## src/rtl/fp_status_sticky.sv

```systemverilog
module fp_status_sticky #(
  parameter int          W         = 32,
  parameter logic [W-1:0] IMPL_MASK = 32'hFFCF_9F9F,
  parameter logic [W-1:0] SAT_MASK  = 32'h0800_0000,
  parameter logic [W-1:0] EXC_MASK  = 32'h0000_009F
) (
  input  logic         clk,
  input  logic         rst,
  input  logic         full_we,
  input  logic [W-1:0] full_wdata,
  input  logic         sat_we,
  input  logic [W-1:0] sat_wdata,
  input  logic         exc_we,
  input  logic [W-1:0] exc_wdata,
  output logic [W-1:0] stat_q,
  output logic         serialize_o
);

  localparam logic [W-1:0] SAT_EFF = SAT_MASK & IMPL_MASK;
  localparam logic [W-1:0] EXC_EFF = EXC_MASK & IMPL_MASK;

  logic [W-1:0] base, sat_or, exc_or, nxt;

  assign base   = full_we ? (full_wdata & IMPL_MASK) : stat_q;
  assign sat_or = sat_we ? (sat_wdata & SAT_EFF) : '0;
  assign exc_or = exc_we ? (exc_wdata & EXC_EFF) : '0;
  assign nxt    = base | sat_or | exc_or;

  always_ff @(posedge clk) begin
    if (rst) begin
      stat_q      <= '0;
      serialize_o <= 1'b0;
    end else begin
      stat_q      <= nxt;
      serialize_o <= full_we;
    end
  end

endmodule


```

## config.mk

```make
export PLATFORM = sky130hd
export DESIGN_NAME = fp_status_sticky
export DESIGN_NICKNAME = d
export VERILOG_FILES = /design/src/rtl/fp_status_sticky.sv
export SDC_FILE = /design/constraint.sdc
export NUM_CORES = 1
export LEC_CHECK = 0
export CAP_MARGIN = 25
export CELL_PAD_IN_SITES_DETAIL_PLACEMENT = 0
export CELL_PAD_IN_SITES_GLOBAL_PLACEMENT = 1
export CORE_UTILIZATION = 40
export CTS_BUF_LIST = sky130_fd_sc_hd__clkbuf_2
export DETAILED_ROUTE_END_ITERATION = 8
export DONT_BUFFER_PORTS = 1
export HOLD_SLACK_MARGIN = 0.02
export PLACE_DENSITY = 0.82
export SLEW_MARGIN = 20
export SYNTH_ARGS = -nofsm -noshare
export SYNTH_HDL_FRONTEND = slang
export SYNTH_SLANG_ARGS = --single-unit
```

## constraint.sdc

```tcl
create_clock -name clk -period 0.8 [get_ports clk]
set_input_delay 0.12 -clock clk [delete_from_list [all_inputs] [get_ports clk]]
set_output_delay 0.12 -clock clk [all_outputs]
set_load 0.02 [all_outputs]
```

Yosys cells after proc, flatten, opt, wreduce, memory -nomap -nowiden
Index checks and enable logic that the tools add are counted.

Muxes and demuxes: 3. Bitwise gates (word level): 2.

Operators by type and width (count): $mux W32 (1); $or A32 B28 Y32 (1); $or A32 B8 Y32 (1); $mux W28 (1); $mux W8 (1).

Register bits: 33. Bits of input ports: 101. Output and inout port bits: 33. Logic and storage cells: 7.

Logic depth before layout (Yosys ltp)
Gate-level depths: netlist (run 1).

Depth after elaboration: 3. Gate-level depth with buffers: 4. Gate-level depth less buffers: 2.

Least setup slack after synthesis (run 1)
No wires, ideal clock.

Path type: input -> register. From: input port full_we. To: register stat_q[10]. Setup time: 0.117 ns. Arrival time: 0.612 ns. Data required time: 0.683 ns. Setup slack: 0.071 ns. Stages: 4. Buffers on the path: 2. Cells stage by stage: buf_6 -> buf_12 -> mux2i_1 -> nor2_1.

Word-level cells in the longest chain between the ends: 3.

Ends and longest elaborated chain: start, declared (RTL line 9) `input logic full_we,`; $mux W32 (RTL line 24) `assign base = full_we ? (full_wdata & IMPL_MASK) : stat_q;`; $or A32 B28 Y32 (RTL line 27) `assign nxt = base | sat_or | exc_or;`; $or A32 B8 Y32 (RTL line 27); end signal, assigned (RTL line 34) `stat_q <= nxt;`; end, declared (RTL line 15) `output logic [W-1:0] stat_q,`.

No other way between the ends. A chain may end at the register's enable or synchronous reset.

Worst setup path after layout (run 1)
From: register stat_q[2]. To: output port stat_q[2].

No word-level cell between the ends.

==> summary.md, run 1 <==
| Metric | Value |
|---|---|
| Status | finished with violations |
| Failing checks | hold timing, setup timing |
| Final Max Slew Viols | 0 |
| Share of layout cells above drive strength 1 | 46.83% |
| IO Pins | 134 |
| Full die area | 2846 um2 |
| Distinct cell type count after synthesis | 11 |
| CP peak stage delay | 0.40 ns |
| Hold slack final | -0.2046 ns |
| Worst setup EP type | output port |
| Worst Path Arrival | 0.85 ns |
| Router iterations before antenna repair | 1 |
| Antenna Cells | 0 |
| CTS tree | done |
| Routed len/inst | between 10 and 15 um |
| Clock power share | 20.7% |
| Clock slew at reported path FFs | 0.24 ns |
| Max cap viols | 0 |
| Worst Path Required | 0.68 ns |
| Cell Area, Synth | ~1100 um2 |
| GRT Total Usage | 15.22% |
| Finished Layout Cells | 156 |
| # DRC | 0 |
| Setup WS post-layout | -0.1697 ns |
| Initial DRC Count | 0 |
| Largest net degree at the start of global routing | 28 |
| First-pass GRT wire length | approximately 3100 um |
| CP top delay family | flip-flops |
| Placed insts | ~150 |
| Unrepaired setup endpoints after global routing | true |
| Sequential cell area fraction in the yosys report | 51.25% |
| Number of synthesized register bits | 27 |
| HP Class | input port to register |
| Final Cycle Share | 121.2% |
| Area leader, netlist | dfxtp_1 |
| Antenna violations before repair | 0 |
| Inserted Clock Buffers | 3 |
| Max Freq | 1.031 GHz |
| Clock skew | 0 ns |
| Final WL | 2063 um |
| Worst VDD drop | 0.001197 V |
| Sw frac | roughly a quarter |
| Share of the synthesized area in the top cell type | 51.25% |
| Die H | 53.35 um |
| Final min period | 0.9697 ns |
| # hold bufs at CTS | 1 |
| Area delta synth->final | 30.60% |
| Seq. cell area | 576.8 um2 |
| Initial Utilization | 42.58% |
| Die Wd | 53.35 um |
| Critical path class | register to output port |
| Power per standard cell area | between 1500 and 2000 nW/um2 |
| Fillers | 216 |
| Port Buffers | 0 |
| CP Max Fanout | 2 |
| Final Net Count | 228 |
| Row cnt | 18 |
| Cell Int Power | approximately 1.8 mW |
| Core Box Area | around 2500 um2 |
| Routed vias | 738 |
| Type of origin of the critical path | register |
| Final Hold Vio Count | 26 |
| CP cell instances | buf_6 |
| Static leakage | 0.6597 nW |
| Multi-input logic area | 421.7 um2 |
| CTS Buffer Depth | 2 |
| Placer Congestion | between 0.6 and 0.7 |
| Gr ovfl total | 0 |
| Yosys warns | 0 |
| Reg-to-reg slack, setup | 0.05 ns |
| Area after DPL | approximately 1200 um2 |
| Seq pwr share | 60.7% |
| Avg Cell Area, Syn | about 11 um2 |
| Post-route cell area | 1378 um2 |
| Clock latency on the worst-skew pair | 0.34 ns |
| Htree depth | 1 |
| Synth Instances | 100 |
| Switching power | 0.6604 mW |
| CTS Sinks | 27 |
| Worst path slowest cell | dfxtp_2 |
| Synth top area cells | dfxtp_1, mux2i_1, nor2_1, buf_4, buf_12 |
| Combinational share of power | roughly a fifth |
| Endpoints failing setup | 27 |
| Vias per Instance | 4.731 |
| CTS root buf | clkbuf_2 |
| WP buf/inv | 1 |
| Remaining antenna violation count | 0 |
| Vias in the first global route | 742 |
==> cells in the mapped netlist <==
master,number
nor2b_1,1
buf_6,1
dfxtp_1,27
nand2_1,7
buf_2,3
mux2i_1,26
a21oi_1,7
buf_4,6
buf_12,2
conb_1,1
nor2_1,19
==> cells by family after synthesis <==
logic type	share of synthesized area, %
other	0.3555
muxes	24.67
AOI/OAI and AO/OA	3.321
buffers and inverters	10.56
DFF	51.25
and+or+nand+nor	9.847
==> per-layer routing <==
layer	global-route usage [%]	vias to the layer above	share of wire, %
li1	-	366	-
met1	17.47	330	44
met2	23.96	40	45
met3	6.034	2	10
met4	7.895	0	0.58
met5	0	-	0
==> sequential cells by signal, indices dropped and copies added (netlist names) <==
register / flops
stat_q: 26
serialize_o: 1
==> cells in the final DEF (no fill, tap or decap) <==
cell	Yosys	routed
a21oi_1	7	7
buf_4	6	1
buf_6	1	27
clkbuf_2	0	4
conb_1	1	6
dfxtp_2	0	26
dfxtp_4	0	1
dlygate4sd3_1	0	1
mux2i_1	26	26
nand2_1	7	7
nor2_1	19	19
nor2b_1	1	1
==> worst paths after layout <==
path                   start    endpoint  cells after the start
hold / removal           rst   stat_q[0]                      1
setup / recovery   stat_q[2]   stat_q[2]                      1
setup reg to reg   stat_q[1]   stat_q[1]                      3
hold reg to reg   stat_q[22]  stat_q[22]                      2
==> layout make-up <==
class,count,area share (%)
Sequential cell,27,41.87
Multi-Input combinational cell,66,30.61
Timing Repair Buffer,29,23.34
Tap cell,30,2.725
Clock buffer,4,1.453
==> power by group through the flow <==
stage | registers (mW) | clock network [mW] | logic [mW]
CTS | 1.51 | 0.535 | 0.463
finish | 1.51 | 0.516 | 0.466
detailed placement | 1.51 | 0 | 0.402
global placement | 1.51 | 0 | 0.395
global route | 1.53 | 0.577 | 0.504
floorplan | 1.61 | 0 | 0.243
==> repair_timing <==
item | in CTS | in global routing
endpoints found under the hold margin | 27 | 26
resized for setup | 54 | 1
pin swaps | 0 | 1
endpoints found under the setup margin | 27 | 28
setup buffers | 1 | 1
==> through the flow <==
step           setup slack (ns)  total power [mW]  utilization, %  hold WS, ns  TNS [ns]
2_1_floorplan           0.07100             1.853               -       0.2560         0
3_5_place_dp             0.1805             1.912           48.23       0.1944         0
6_report                -0.1697             2.497           55.61      -0.2046    -4.337
4_1_cts                 -0.1930             2.512           55.15      -0.2256    -4.894
3_3_place_gp             0.1973             1.901           48.23       0.1924         0
5_1_grt                 -0.2384             2.609           55.61      -0.2485    -5.896
Power figures use the tool's default switching activity.
==> run 2, diff against run 1 <==
--- a/config.mk
+++ b/config.mk
@@ -5,7 +5,6 @@
 export SDC_FILE = /design/constraint.sdc
 export NUM_CORES = 1
 export LEC_CHECK = 0
-export CAP_MARGIN = 25
 export CELL_PAD_IN_SITES_DETAIL_PLACEMENT = 0
 export CELL_PAD_IN_SITES_GLOBAL_PLACEMENT = 1
 export CORE_UTILIZATION = 40
==> constraint.sdc (replaced) <==
create_clock -name clk -period 0.8 [get_ports clk]
set_input_delay 0.12 -clock clk [delete_from_list [all_inputs] [get_ports clk]]
set_output_delay 0.12 -clock clk [all_outputs]
set_load 0.05 [all_outputs]
==> summary.md, run 2 (synthesis results as in run 1) <==
| Metric | Value |
|---|---|
| WP buf/inv | 1 (unchanged) |
| Port Buffers | 0 (unchanged) |
| # hold bufs at CTS | 1 (unchanged) |
| # DRC | 0 (unchanged) |
| Die Wd | 53.35 um (unchanged) |
| Failing checks | hold timing, setup timing (unchanged) |
| Row cnt | 18 (unchanged) |
| Core Box Area | 2477 um2 (unchanged) |
| Seq pwr share | 53.8% (was 60.7%) |
| Fillers | 212 (was 216) |
| Area after DPL | 1485 um2 (was 1195 um2) |
| Fin Setup TNS | -5.139 ns (was -4.337 ns) |
| Setup WS post-layout | -0.2055 ns (was -0.1697 ns) |
| Final Net Count | 228 (unchanged) |
| Vias in the first global route | 808 (was 742) |
| Antenna violations before repair | 0 (unchanged) |
| Antenna Cells | 0 (unchanged) |
| Clock power share | 16.7% (was 20.7%) |
| Reg2Reg Launch Point | stat_q[0] (was stat_q[1]) |
| Routed vias | 755 (was 738) |
| Total power draw | 2.861 mW (was 2.497 mW) |
| Multi-input logic area | 421.7 um2 (unchanged) |
| Htree depth | 1 (unchanged) |
| Worst setup EP type | output port (unchanged) |
| Reg-to-reg slack, setup | 0.04 ns (was 0.05 ns) |
| Routed len/inst | 13.60 um (was 13.22 um) |
| HP Start | rst (unchanged) |
| Final Cycle Share | 125.7% (was 121.2%) |
| Final Max Slew Viols | 0 (unchanged) |
| CTS Buffer Depth | 2 (unchanged) |
| Max cap viols | 0 (unchanged) |
| Worst path slowest cell | dfxtp_2 (unchanged) |
| Clock latency on the worst-skew pair | 0.33 ns (was 0.34 ns) |
| Cell Int Power | 1.956 mW (was 1.836 mW) |
| Worst Path Required | 0.68 ns (about the same) |
| Switching power | 0.9053 mW (was 0.6604 mW) |
| Combinational share of power | 29.5% (was 18.7%) |
| Crit path depth | 1 (unchanged) |
| CP Max Fanout | 2 (unchanged) |
| Full die area | 2846 um2 (unchanged) |
| Commonest non-fill, non-tap cells in the layout | dfxtp_2, mux2i_1, buf_12 (was buf_6, mux2i_1, dfxtp_2) |
| Hold Path Sink | stat_q[27] (was stat_q[0]) |
| Placer Congestion | 0.7154 (was 0.6623) |
| Final min period | 1.005 ns (was 0.9697 ns) |
| GRT Total Usage | 16.51% (was 15.22%) |
| Hold slack final | -0.1935 ns (was -0.2046 ns) |
| Gr ovfl total | 0 (unchanged) |
| Area delta synth->final | 49.82% (was 30.60%) |
| Share of layout cells above drive strength 1 | 46.83% (unchanged) |
| Largest regs | stat_q: 26 flops, serialize_o: 1 flops (unchanged) |
| Worst Path Arrival | 0.89 ns (was 0.85 ns) |
| Worst R2R End | stat_q[0] (was stat_q[1]) |
| IO Pins | 134 (unchanged) |
| Endpoints failing setup | 27 (unchanged) |
| Fin util | 63.79% (was 55.61%) |
| Max FFs per register | 26 (unchanged) |
| Clock slew at reported path FFs | 0.23 ns (was 0.24 ns) |
| Die H | 53.35 um (unchanged) |
| HP Class | input port to register (unchanged) |
| CP top delay family | flip-flops (unchanged) |
| Router iterations before antenna repair | 3 (was 1) |
| CP peak stage delay | 0.41 ns (was 0.40 ns) |
| Static leakage | 0.7173 nW (was 0.6597 nW) |
| CTS Sinks | 27 (unchanged) |
| Initial Utilization | 42.58% (unchanged) |
| First-pass GRT wire length | 3312 um (was 3105 um) |
| Most common cell after layout, fill and taps aside | dfxtp_2 (was buf_6) |
| Final WL | 2122 um (was 2063 um) |
| Power per standard cell area | 1810 nW/um2 (was 1812 nW/um2) |
| Initial DRC Count | 2 (was 0) |
| Vias per Instance | 4.840 (was 4.731) |
| Unrepaired setup endpoints after global routing | true (unchanged) |
| CP cell instances | buf_8 (was buf_6) |
| Worst Reg-to-Reg Cells | 3 (unchanged) |
| Inserted Clock Buffers | 3 (unchanged) |
| Critical path class | register to output port (unchanged) |
| Final Hold Vio Count | 26 (unchanged) |
| Remaining antenna violation count | 0 (unchanged) |
| Post-route cell area | 1580 um2 (was 1378 um2) |
| CTS tree | done (unchanged) |
| Hpwl dp | 1648 um |
| Seq. cell area | 574.3 um2 (was 576.8 um2) |
| Most flop-heavy register | stat_q (unchanged) |
| Hold path depth | 1 (unchanged) |
| Sw frac | 31.64% (was 26.45%) |
| Max Freq | 0.9946 GHz (was 1.031 GHz) |
| Largest net degree at the start of global routing | 28 (unchanged) |
| Type of origin of the critical path | register (unchanged) |
| Clock skew | 0 ns (unchanged) |
| Status | finished with violations (unchanged) |
| Worst VDD drop | 0.001296 V (was 0.001197 V) |
| CTS root buf | clkbuf_2 (unchanged) |
run 2: what timing repair did:
item	in CTS	in global routing
setup buffers	0	1
gates resized for setup	14	2
pin swaps	0	1
setup endpoints to repair	27	27
endpoints found under the hold margin	27	26
run 2: worst reg2reg max path: stages, from the launching register on:
cell and delay (ns):
dfxtp_2 0.39, buf_6 0.11, mux2i_1 0.11, a21oi_1 0.08
run 2: cell type report:
cell class	count	share of cell area [%]
clock buffers	3	0.9501
clock inverters	1	0.3167
multi-input cells	66	26.68
flip-flops and latches	27	36.34
well taps	30	2.375
repair buffers	29	33.33
run 2: power by group through the flow:
stage               Combinational, mW  Clock [mW]  Sequential [mW]
floorplan                       0.280           0             1.83
global placement                0.786           0             1.55
detailed placement              0.796           0             1.56
CTS                             0.836       0.507             1.54
global route                    0.883       0.553             1.55
finish                          0.843       0.477             1.54
run 2: worst max-delay path by stage:
stage / from / endpoint / slack [ns]
2_1_floorplan: stat_q[0] / stat_q[0] / 0.03
3_3_place_gp: stat_q[7] / stat_q[7] / 0.18
3_5_place_dp: stat_q[22] / stat_q[22] / 0.17
4_1_cts: stat_q[2] / stat_q[2] / -0.23
5_1_grt: stat_q[0] / stat_q[0] / -0.28
6_report: stat_q[0] / stat_q[0] / -0.21
run 2: per-stage QoR:
stage               setup WS [ns]  cells
finish                    -0.2055    156
global placement           0.1826    150
floorplan                 0.02659    105
global route              -0.2805    156
CTS                       -0.2334    155
detailed placement         0.1691    150
run 2: per-layer routing:
layer	track usage, %	up-vias	part of all wire, %
li1	-	372	-
met1	15.86	338	37
met2	28.33	43	48
met3	10.06	2	15
met4	6.140	0	0.57
met5	0	-	0
